### src/rtl/flashguard_pkg.sv
package flashguard_pkg;
  // Word offsets; software depends on these positions.
  localparam int unsigned OFS_CTRL = 0;
  localparam int unsigned OFS_LOCK = 1;
  localparam int unsigned OFS_SYS  = 2;
  // Bit position of the write-enable flag inside the control word.
  localparam int unsigned WE_BIT   = 0;
endpackage

### src/rtl/flashguard_lock.sv
module flashguard_lock #(
  parameter int unsigned DATA_W = 32,
  parameter logic [DATA_W-1:0] UNLOCK_KEY = 32'h0000_A05F
) (
  input  logic              clk,
  input  logic              rst,
  input  logic              wr_hit,
  input  logic [DATA_W-1:0] wdata,
  output logic              unlocked
);
  logic key_match;

  assign key_match = (wdata == UNLOCK_KEY);

  always_ff @(posedge clk) begin
    if (rst) begin
      unlocked <= 1'b0;
    end else if (wr_hit) begin
      unlocked <= key_match;
    end
  end
endmodule

### src/rtl/flashguard_ctrl.sv
module flashguard_ctrl #(
  parameter int unsigned DATA_W = 32
) (
  input  logic              clk,
  input  logic              rst,
  input  logic              wr_hit,
  input  logic              unlocked,
  input  logic [DATA_W-1:0] wdata,
  output logic [DATA_W-1:0] ctrl_q
);
  import flashguard_pkg::*;

  // Per-bit write mask: the guarded bit needs the guard open, the rest do not.
  logic [DATA_W-1:0] bit_wr;

  generate
    for (genvar b = 0; b < DATA_W; b++) begin : g_bit
      if (b == WE_BIT) begin : g_guarded
        assign bit_wr[b] = wr_hit & unlocked;
      end else begin : g_free
        assign bit_wr[b] = wr_hit;
      end

      always_ff @(posedge clk) begin
        if (rst) begin
          ctrl_q[b] <= 1'b0;
        end else if (bit_wr[b]) begin
          ctrl_q[b] <= wdata[b];
        end
      end
    end
  endgenerate
endmodule

### src/rtl/flashguard_sysctl.sv
module flashguard_sysctl #(
  parameter int unsigned DATA_W = 32
) (
  input  logic              clk,
  input  logic              rst,
  input  logic              wr_hit,
  input  logic [DATA_W-1:0] wdata,
  output logic [DATA_W-1:0] sys_q,
  output logic              vpp_en,
  output logic              wr_permit
);
  logic active;

  always_ff @(posedge clk) begin
    if (rst) begin
      sys_q <= '0;
    end else if (wr_hit) begin
      sys_q <= wdata;
    end
  end

  assign active    = |sys_q;
  assign vpp_en    = active;
  assign wr_permit = active;
endmodule

### src/rtl/flashguard_top.sv
module flashguard_top #(
  parameter int unsigned ADDR_W = 4,
  parameter int unsigned DATA_W = 32,
  parameter logic [DATA_W-1:0] UNLOCK_KEY = 32'h0000_A05F
) (
  input  logic              clk,
  input  logic              rst,
  input  logic [ADDR_W-1:0] bus_addr,
  input  logic              bus_wr,
  input  logic [DATA_W-1:0] bus_wdata,
  output logic [DATA_W-1:0] bus_rdata,
  output logic              flash_we,
  output logic              vpp_en,
  output logic              wr_permit
);
  import flashguard_pkg::*;

  localparam logic [ADDR_W-1:0] A_CTRL = ADDR_W'(OFS_CTRL);
  localparam logic [ADDR_W-1:0] A_LOCK = ADDR_W'(OFS_LOCK);
  localparam logic [ADDR_W-1:0] A_SYS  = ADDR_W'(OFS_SYS);

  logic sel_ctrl, sel_lock, sel_sys;
  logic unlocked_q;
  logic [DATA_W-1:0] ctrl_q, sys_q;

  assign sel_ctrl = (bus_addr == A_CTRL);
  assign sel_lock = (bus_addr == A_LOCK);
  assign sel_sys  = (bus_addr == A_SYS);

  flashguard_lock #(.DATA_W(DATA_W), .UNLOCK_KEY(UNLOCK_KEY)) u_lock (
    .clk      (clk),
    .rst      (rst),
    .wr_hit   (bus_wr & sel_lock),
    .wdata    (bus_wdata),
    .unlocked (unlocked_q)
  );

  flashguard_ctrl #(.DATA_W(DATA_W)) u_ctrl (
    .clk      (clk),
    .rst      (rst),
    .wr_hit   (bus_wr & sel_ctrl),
    .unlocked (unlocked_q),
    .wdata    (bus_wdata),
    .ctrl_q   (ctrl_q)
  );

  flashguard_sysctl #(.DATA_W(DATA_W)) u_sys (
    .clk       (clk),
    .rst       (rst),
    .wr_hit    (bus_wr & sel_sys),
    .wdata     (bus_wdata),
    .sys_q     (sys_q),
    .vpp_en    (vpp_en),
    .wr_permit (wr_permit)
  );

  assign flash_we = ctrl_q[WE_BIT];

  always_comb begin
    bus_rdata = '0;
    if (sel_ctrl) begin
      bus_rdata = ctrl_q;
    end else if (sel_lock) begin
      bus_rdata = DATA_W'(unlocked_q);
    end else if (sel_sys) begin
      bus_rdata = sys_q;
    end
  end
endmodule

### config.mk
export PLATFORM = sky130hd
export DESIGN_NAME = flashguard_top
export DESIGN_NICKNAME = d
export VERILOG_FILES = /design/src/rtl/flashguard_pkg.sv /design/src/rtl/flashguard_lock.sv /design/src/rtl/flashguard_ctrl.sv /design/src/rtl/flashguard_sysctl.sv /design/src/rtl/flashguard_top.sv
export SDC_FILE = /design/constraint.sdc
export NUM_CORES = 1
export LEC_CHECK = 0
export BUFFER_PORTS_ARGS = -buffer_cell sky130_fd_sc_hd__buf_2
export CORE_MARGIN = 2
export CORE_UTILIZATION = 24
export DETAILED_ROUTE_END_ITERATION = 7
export GPL_TIMING_DRIVEN = 0
export MAX_ROUTING_LAYER = met4
export SETUP_SLACK_MARGIN = 0.1
export SYNTH_ARGS = -nofsm -noshare
export SYNTH_HDL_FRONTEND = slang
export SYNTH_SLANG_ARGS = --single-unit
### constraint.sdc
create_clock -name clk -period 1.8 [get_ports clk]
set_input_delay 0.36 -clock clk [delete_from_list [all_inputs] [get_ports clk]]
set_output_delay 0.36 -clock clk [all_outputs]
set_load 0.05 [all_outputs]
==> summary.txt, run 1 <==
Synth
  – Top cells by area, synth: dfxtp_1 47%, nand2_1 17%, a21oi_1 11%
  – Area leader, netlist: dfxtp_1
  – Top cells by count, synth: 129 x nand2_1, 65 x dfxtp_1, 63 x a21oi_1, 31 x a22o_1, 19 x clkbuf_1
  – Syn Inst Count: 354
  – Post-synth top area share: 46.76%
  – Most frequent cell after synthesis: nand2_1
  – Register bit total from synthesis: 65
  – Post-synth EDFFs: 0
  – Syn Std Cell Area: 0.002783 mm^2
  – Seq/Total Area, Yosys: 46.76%
  – Yosys warns: 0
  – Synth Flop Type: dfxtp_1
  – Syn avg cell area: 7.861 um^2
  – Yosys cell types: 22
  – Syn nets: 393
  – Async S/R FF share, synth: 0%

Timing
  – Endpoints failing hold: 0
  – Final setup violation count: 4
  – Setup repair after global routing missed its margin: true
  – Slew @ Worst Pin: 0.5706 ns
  – Final setup margin: -0.2217 ns
  – Fmax: 494.6 MHz
  – Pins Over Slew Limit: 0
  – Relative slew slack: 61.96%
  – Period utilization: 112.3%
  – Post-Route Skew: 0.001533 ns
  – Post-layout min period: 2.022 ns

Routing
  – Total wire length: 10.12 mm
  – Routed Antenna Nets: 0
  – Drt pass-1 iters: 5
  – Initial DRC Count: 149
  – Total vias in the final route: 2899
  – Residual DRC count: 0
  – Drt via density: 4.816
  – WL per Instance: 16.81 um

Setup path
  – Required @ worst endpoint: 1.44 ns
  – CP Max Fanout: 3
  – R2r setup slk: 1.03 ns
  – Worst setup path class: flop to output port
  – CP Data Arrival Time: 1.66 ns
  – R2R depth: 3
  – CP Capture Type: output port
  – Reg-to-reg startpoint: u_lock.unlocked
  – Crit Reg-Reg Endpoint: u_ctrl.ctrl_q[0]
  – Crit start category: flop

GRT
  – First-pass GRT wire length: 16.22 mm
  – Tot GR Track Use: 17.03%
  – Overflow after GRT: 0
  – Antenna violations before repair: 0
  – Largest net degree at the start of global routing: 13
  – Number of global-route vias before repair: 2991

Die
  – Die width: 111.7 um
  – Number of I/O pins: 74
  – Die Height: 111.7 um
  – Initial Utilization: 24.47%
  – # rows: 39
  – Core area: 0.01137 mm^2
  – Die area: 0.01247 mm^2

Pwr
  – Maximum vdd drop: 0.4113 mV
  – Logic pwr share: 9.8%
  – Pint: 2.824 mW
  – Lkg Pwr: 1.901 nW
  – Power density cells: 786.7 mW/mm^2
  – Sequential Power Share: 39.8%
  – Tot Pwr: 3.708 mW
  – Clock Power Share: 50.5%
  – Net switching share of the total power: 23.83%
  – Psw: 0.8835 mW

Finish
  – Non-Filler Instances: 602
  – Number of antenna diodes: 0
  – Area grow syn2layout: 69.38%
  – Multi-input combinational cell area: 0.001694 mm^2
  – Nets: 493
  – Final Cell Area: 0.004713 mm^2
  – Fillers: 1086
  – Reg area: 0.001316 mm^2
  – Fin util: 41.45%
  – Layout cell share with drive strength beyond 1: 37.91%

Min path
  – Hold crit path type: input port to flop
  – Worst Min Path Start: bus_wdata[29]
  – Worst hold stages: 3
  – WHS Endpoint: u_sys.sys_q[29]

Clock network
  – Clock transition at path regs: 0.06 ns
  – Total CTS buffers: 9
  – Worst-Skew Late Latency: 0.33 ns
  – Clock sinks: 65
  – Root Buffer: clkbuf_16
  – Clock tree from TritonCTS: done
  – Maximum clock path buffer count: 2
  – CTS HTree Levels: 3

Run status
  – Violated checks: setup timing
  – Status: complete, but fails checks

Place
  – Cell Area, Placed: 0.003376 mm^2
  – Inst Count DP: 570
  – Global placer's final weighted congestion: 0.7931
  – Dpl ws: -0.5224 ns
  – Post-DP HPWL: 6.693 mm
  – PortBufs: 73

Job
  – Max Cap Viol: 0
## routing by layer
layer,up-vias,track usage (%),share of wire [%]
li1,1437,-,-
met1,1375,20.47,43
met4,0,4.033,1.2
met2,75,28.36,51
met5,-,-,0
met3,12,4.790,4.7
## power groups by stage
stage          Clock, mW  Combinational (mW)  Sequential [mW]
3_3_place_gp           0               0.265             1.50
6_report            1.87               0.362             1.47
2_1_floorplan          0               0.144             1.50
4_1_cts             1.89               0.343             1.47
5_1_grt             1.96               0.384             1.48
3_5_place_dp           0               0.268             1.50
## cells in the final DEF, fill, tap and decap left out, types with 2 or more instances in the layout
cell type,count
dfxtp_2,9
and2_1,2
bufinv_16,2
nand2_1,129
nand3_1,3
buf_6,6
buf_8,37
buf_4,12
nor4_2,5
nor4_4,4
nand4_1,3
clkinv_4,2
nor4bb_1,3
a21oi_1,63
buf_12,4
inv_1,2
clkbuf_16,15
clkbuf_1,13
nor2_1,2
nor4_1,5
dfxtp_1,55
buf_2,38
mux2i_1,2
clkinv_2,2
a22o_4,30
## critical path, stage by stage (launching register included)
cell     delay [ns]
dfxtp_1        0.34
nor4_2         0.28
nand4_1        0.17
or2_4          0.28
buf_6          0.12
buf_8          0.14
## logic make-up (layout without fill, tap and decap cells)
logic type	count (synthesis)	in the layout	share of synthesized area, %
flops	65	65	46.76
simple gates	161	161	25.81
compound gates	96	96	21.63
mux	2	2	0.7195
buf+inv	30	135	5.081
## cell type report
cell class,count,share of cell area [%]
multi-input cells,259,35.94
flip-flops and latches,65,27.93
repair buffers,89,19.99
plain buffers,28,5.389
clock buffers,9,4.778
well taps,143,3.796
clock inverters,7,2.018
inverters,2,0.1593
## worst max-delay path by stage
| stage | start | end | slack (ns) | cells past startpoint |
|---|---|---|---|---|
| final | u_sys.sys_q[23] | wr_permit | -0.22 | 5 |
| after global routing | u_sys.sys_q[7] | wr_permit | -0.28 | 5 |
| after CTS | u_sys.sys_q[29] | wr_permit | -0.24 | 5 |
| after detailed placement | bus_addr[0] | bus_rdata[9] | -0.52 | 5 |
| after global placement | bus_addr[0] | bus_rdata[23] | -0.50 | 5 |
| after floorplan | bus_addr[1] | bus_rdata[10] | 0.06 | 3 |
## timing repair
action,4_1_cts,5_1_grt
setup buffers,6,5
gates cloned,4,1
gates resized for setup,171,27
pin swaps,31,13
hold buffers,0,0
endpoints found under the setup margin,33,34
## through the flow
step	hold WS, ns	setup TNS, ns
3_3_place_gp	0.4417	-14.32
5_1_grt	0.2737	-1.360
3_5_place_dp	0.4461	-15.48
2_1_floorplan	0.4359	0
4_1_cts	0.2686	-0.4381
6_report	0.2780	-0.4132
## sequential cells by signal (all words and copies together) (netlist names)
name,cells
u_ctrl.ctrl_q,32
u_sys.sys_q,32
u_lock.unlocked,1
(Power assumes the default switching activity.)
==> run 2: changes to the inputs <==
clock period = 1.7 ns   (was 1.8 ns; I/O delays follow)
==> summary.txt, run 2 (synthesized netlist as in run 1, its figures left out) <==
Pwr
  – Maximum vdd drop: 0.4394 mV (+6.8%)
  – Clock Power Share: 54.1% (+3.6 points)
  – Net switching share of the total power: 22.18% (-1.6 points)
  – Sequential Power Share: 37.0% (-2.8 points)
  – Logic pwr share: 8.9% (-0.9 points)
  – Psw: 0.9362 mW (+6.0%)
  – Lkg Pwr: 1.929 nW (+1.5%)
  – Pint: 3.284 mW (+16%)
  – Power density cells: 887.4 mW/mm^2 (+13%)

Timing
  – Setup repair after global routing missed its margin: true
  – Pins Over Slew Limit: 0 (unchanged)
  – Period utilization: 118.0%
  – Final setup violation count: 17 (+13)
  – Hold Slack: 0.2589 ns (-0.01912 ns)
  – Fmax: 498.3 MHz
  – Endpoints failing hold: 0 (unchanged)
  – Final TNS setup: -1.649 ns (-1.236 ns)
  – Post-Route Skew: 0.00007760 ns (-0.001456 ns)
  – Post-layout min period: 2.007 ns
  – Final setup margin: -0.3066 ns (-0.08488 ns)
  – Relative slew slack: 63.37% (+1.4 points)
  – Slew @ Worst Pin: 0.5494 ns (-0.02127 ns)

GRT
  – Tot GR Track Use: 16.24% (-0.79 points)
  – Largest net degree at the start of global routing: 13 (unchanged)
  – Overflow after GRT: 0 (unchanged)
  – Number of global-route vias before repair: 2857 (-4.5%)
  – First-pass GRT wire length: 15.50 mm (-4.4%)
  – Antenna violations before repair: 0 (unchanged)

Finish
  – Top Registers: u_ctrl.ctrl_q (32), u_sys.sys_q (32), u_lock.unlocked (1)
  – Area grow syn2layout: 70.91%
  – Commonest non-fill, non-tap cell in the layout: nand2_1
  – Final Cell Area: 0.004756 mm^2 (+0.90%)
  – Commonest non-fill, non-tap cells in the layout: 129 x nand2_1, 63 x a21oi_1, 56 x dfxtp_1, 38 x buf_2, 34 x buf_8
  – Multi-input combinational cell area: 0.001704 mm^2 (+0.59%)
  – Layout cell share with drive strength beyond 1: 37.69% (-0.22 points)
  – Reg area: 0.001318 mm^2 (about the same)
  – Fillers: 1082 (-0.37%)
  – Nets: 493 (unchanged)
  – Number of antenna diodes: 0 (unchanged)
  – Fin util: 41.83% (+0.37 points)

Routing
  – Total vias in the final route: 2916 (+0.59%)
  – Routed Antenna Nets: 0 (unchanged)
  – WL per Instance: 16.29 um (-3.1%)
  – Total wire length: 9.807 mm (-3.1%)
  – Drt via density: 4.844 (+0.59%)
  – Residual DRC count: 0 (unchanged)
  – Initial DRC Count: 177 (+19%)
  – Drt pass-1 iters: 5 (unchanged)

Die
  – Number of I/O pins: 74 (unchanged)
  – Die area: 0.01247 mm^2 (unchanged)
  – Initial Utilization: 24.47% (unchanged)
  – # rows: 39 (unchanged)
  – Die Height: 111.7 um (unchanged)
  – Core area: 0.01137 mm^2 (unchanged)
  – Die width: 111.7 um (unchanged)

Setup path
  – CP Capture Type: output port
  – CP Max Fanout: 3 (unchanged)
  – R2R depth: 4 (+1)
  – Required @ worst endpoint: 1.36 ns (-0.08 ns)
  – CP Data Arrival Time: 1.67 ns (about the same)
  – Worst setup path class: flop to output port
  – Crit start category: flop

Place
  – Cell Area, Placed: 0.003522 mm^2 (+4.3%)
  – Post-DP HPWL: 6.725 mm (+0.47%)
  – PortBufs: 73 (unchanged)
  – Dpl ws: -0.5215 ns (+0.0009080 ns)
  – Global placer's final weighted congestion: 0.8030 (+1.2%)

Clock network
  – Maximum clock path buffer count: 2 (unchanged)
  – Hold buffers post-CTS: 0 (unchanged)
  – CTS HTree Levels: 3 (unchanged)
  – Worst-Skew Late Latency: 0.33 ns (about the same)
  – Total CTS buffers: 9 (unchanged)
  – Clock sinks: 65 (unchanged)
  – Root Buffer: clkbuf_16
  – Clock transition at path regs: 0.06 ns (about the same)
  – Clock tree from TritonCTS: done

Min path
  – Worst hold stages: 3 (unchanged)
  – Hold crit path type: input port to flop

Run status
  – Violated checks: setup timing
  – Status: complete, but fails checks

Job
  – Max Cap Viol: 0 (unchanged)
[run 2: repair_timing]
item                       4_1_cts  5_1_grt
gates cloned                     3        2
setup endpoints to repair       34       34
resized for setup              161       10
setup buffers                   10        3
pin swaps                       34       11
[run 2: worst max-delay path, stage by stage (launching register included)]
cell     delay (ns)
dfxtp_2        0.35
nor4_4         0.34
nand4_1        0.13
or2_4          0.26
buf_6          0.12
buf_8          0.14
[run 2: path summary, 6_finish.rpt]
check / startpoint / to / slack [ns]
setup / recovery: u_sys.sys_q[13] / wr_permit / -0.31
hold / removal: bus_wdata[13] / u_sys.sys_q[13] / 0.26
setup reg to reg: u_lock.unlocked / u_ctrl.ctrl_q[0] / 0.82
hold reg to reg: u_ctrl.ctrl_q[22] / u_ctrl.ctrl_q[22] / 0.47
[run 2: power groups by stage]
stage,logic [mW],clock network (mW),registers (mW)
after floorplan,0.163,0,1.59
after CTS,0.374,2.30,1.56
after global routing,0.401,2.37,1.56
final,0.377,2.28,1.56
after global placement,0.291,0,1.59
after detailed placement,0.296,0,1.59
[run 2: cell type report]
class                           instances  area share, %
Tap cell                              143          3.762
Timing Repair Buffer                   89          19.23
Multi-Input combinational cell        259          35.83
Buffer                                 28          5.604
Inverter                                2         0.1579
Sequential cell                        65          27.70
Clock inverter                          7          2.973
Clock buffer                            9          4.736
[run 2: metrics by stage]
stage / cells / total power [mW]
3_3_place_gp: 570 / 1.880
5_1_grt: 602 / 4.329
3_5_place_dp: 570 / 1.886
6_report: 602 / 4.220
2_1_floorplan: 354 / 1.749
4_1_cts: 599 / 4.230
[run 2: routing by layer]
metal | global-route usage, % | routed length, um
met2 | 25.45 | 4721
met4 | 4.362 | 76
met5 | - | 0
met3 | 3.538 | 434
met1 | 21.27 | 4574
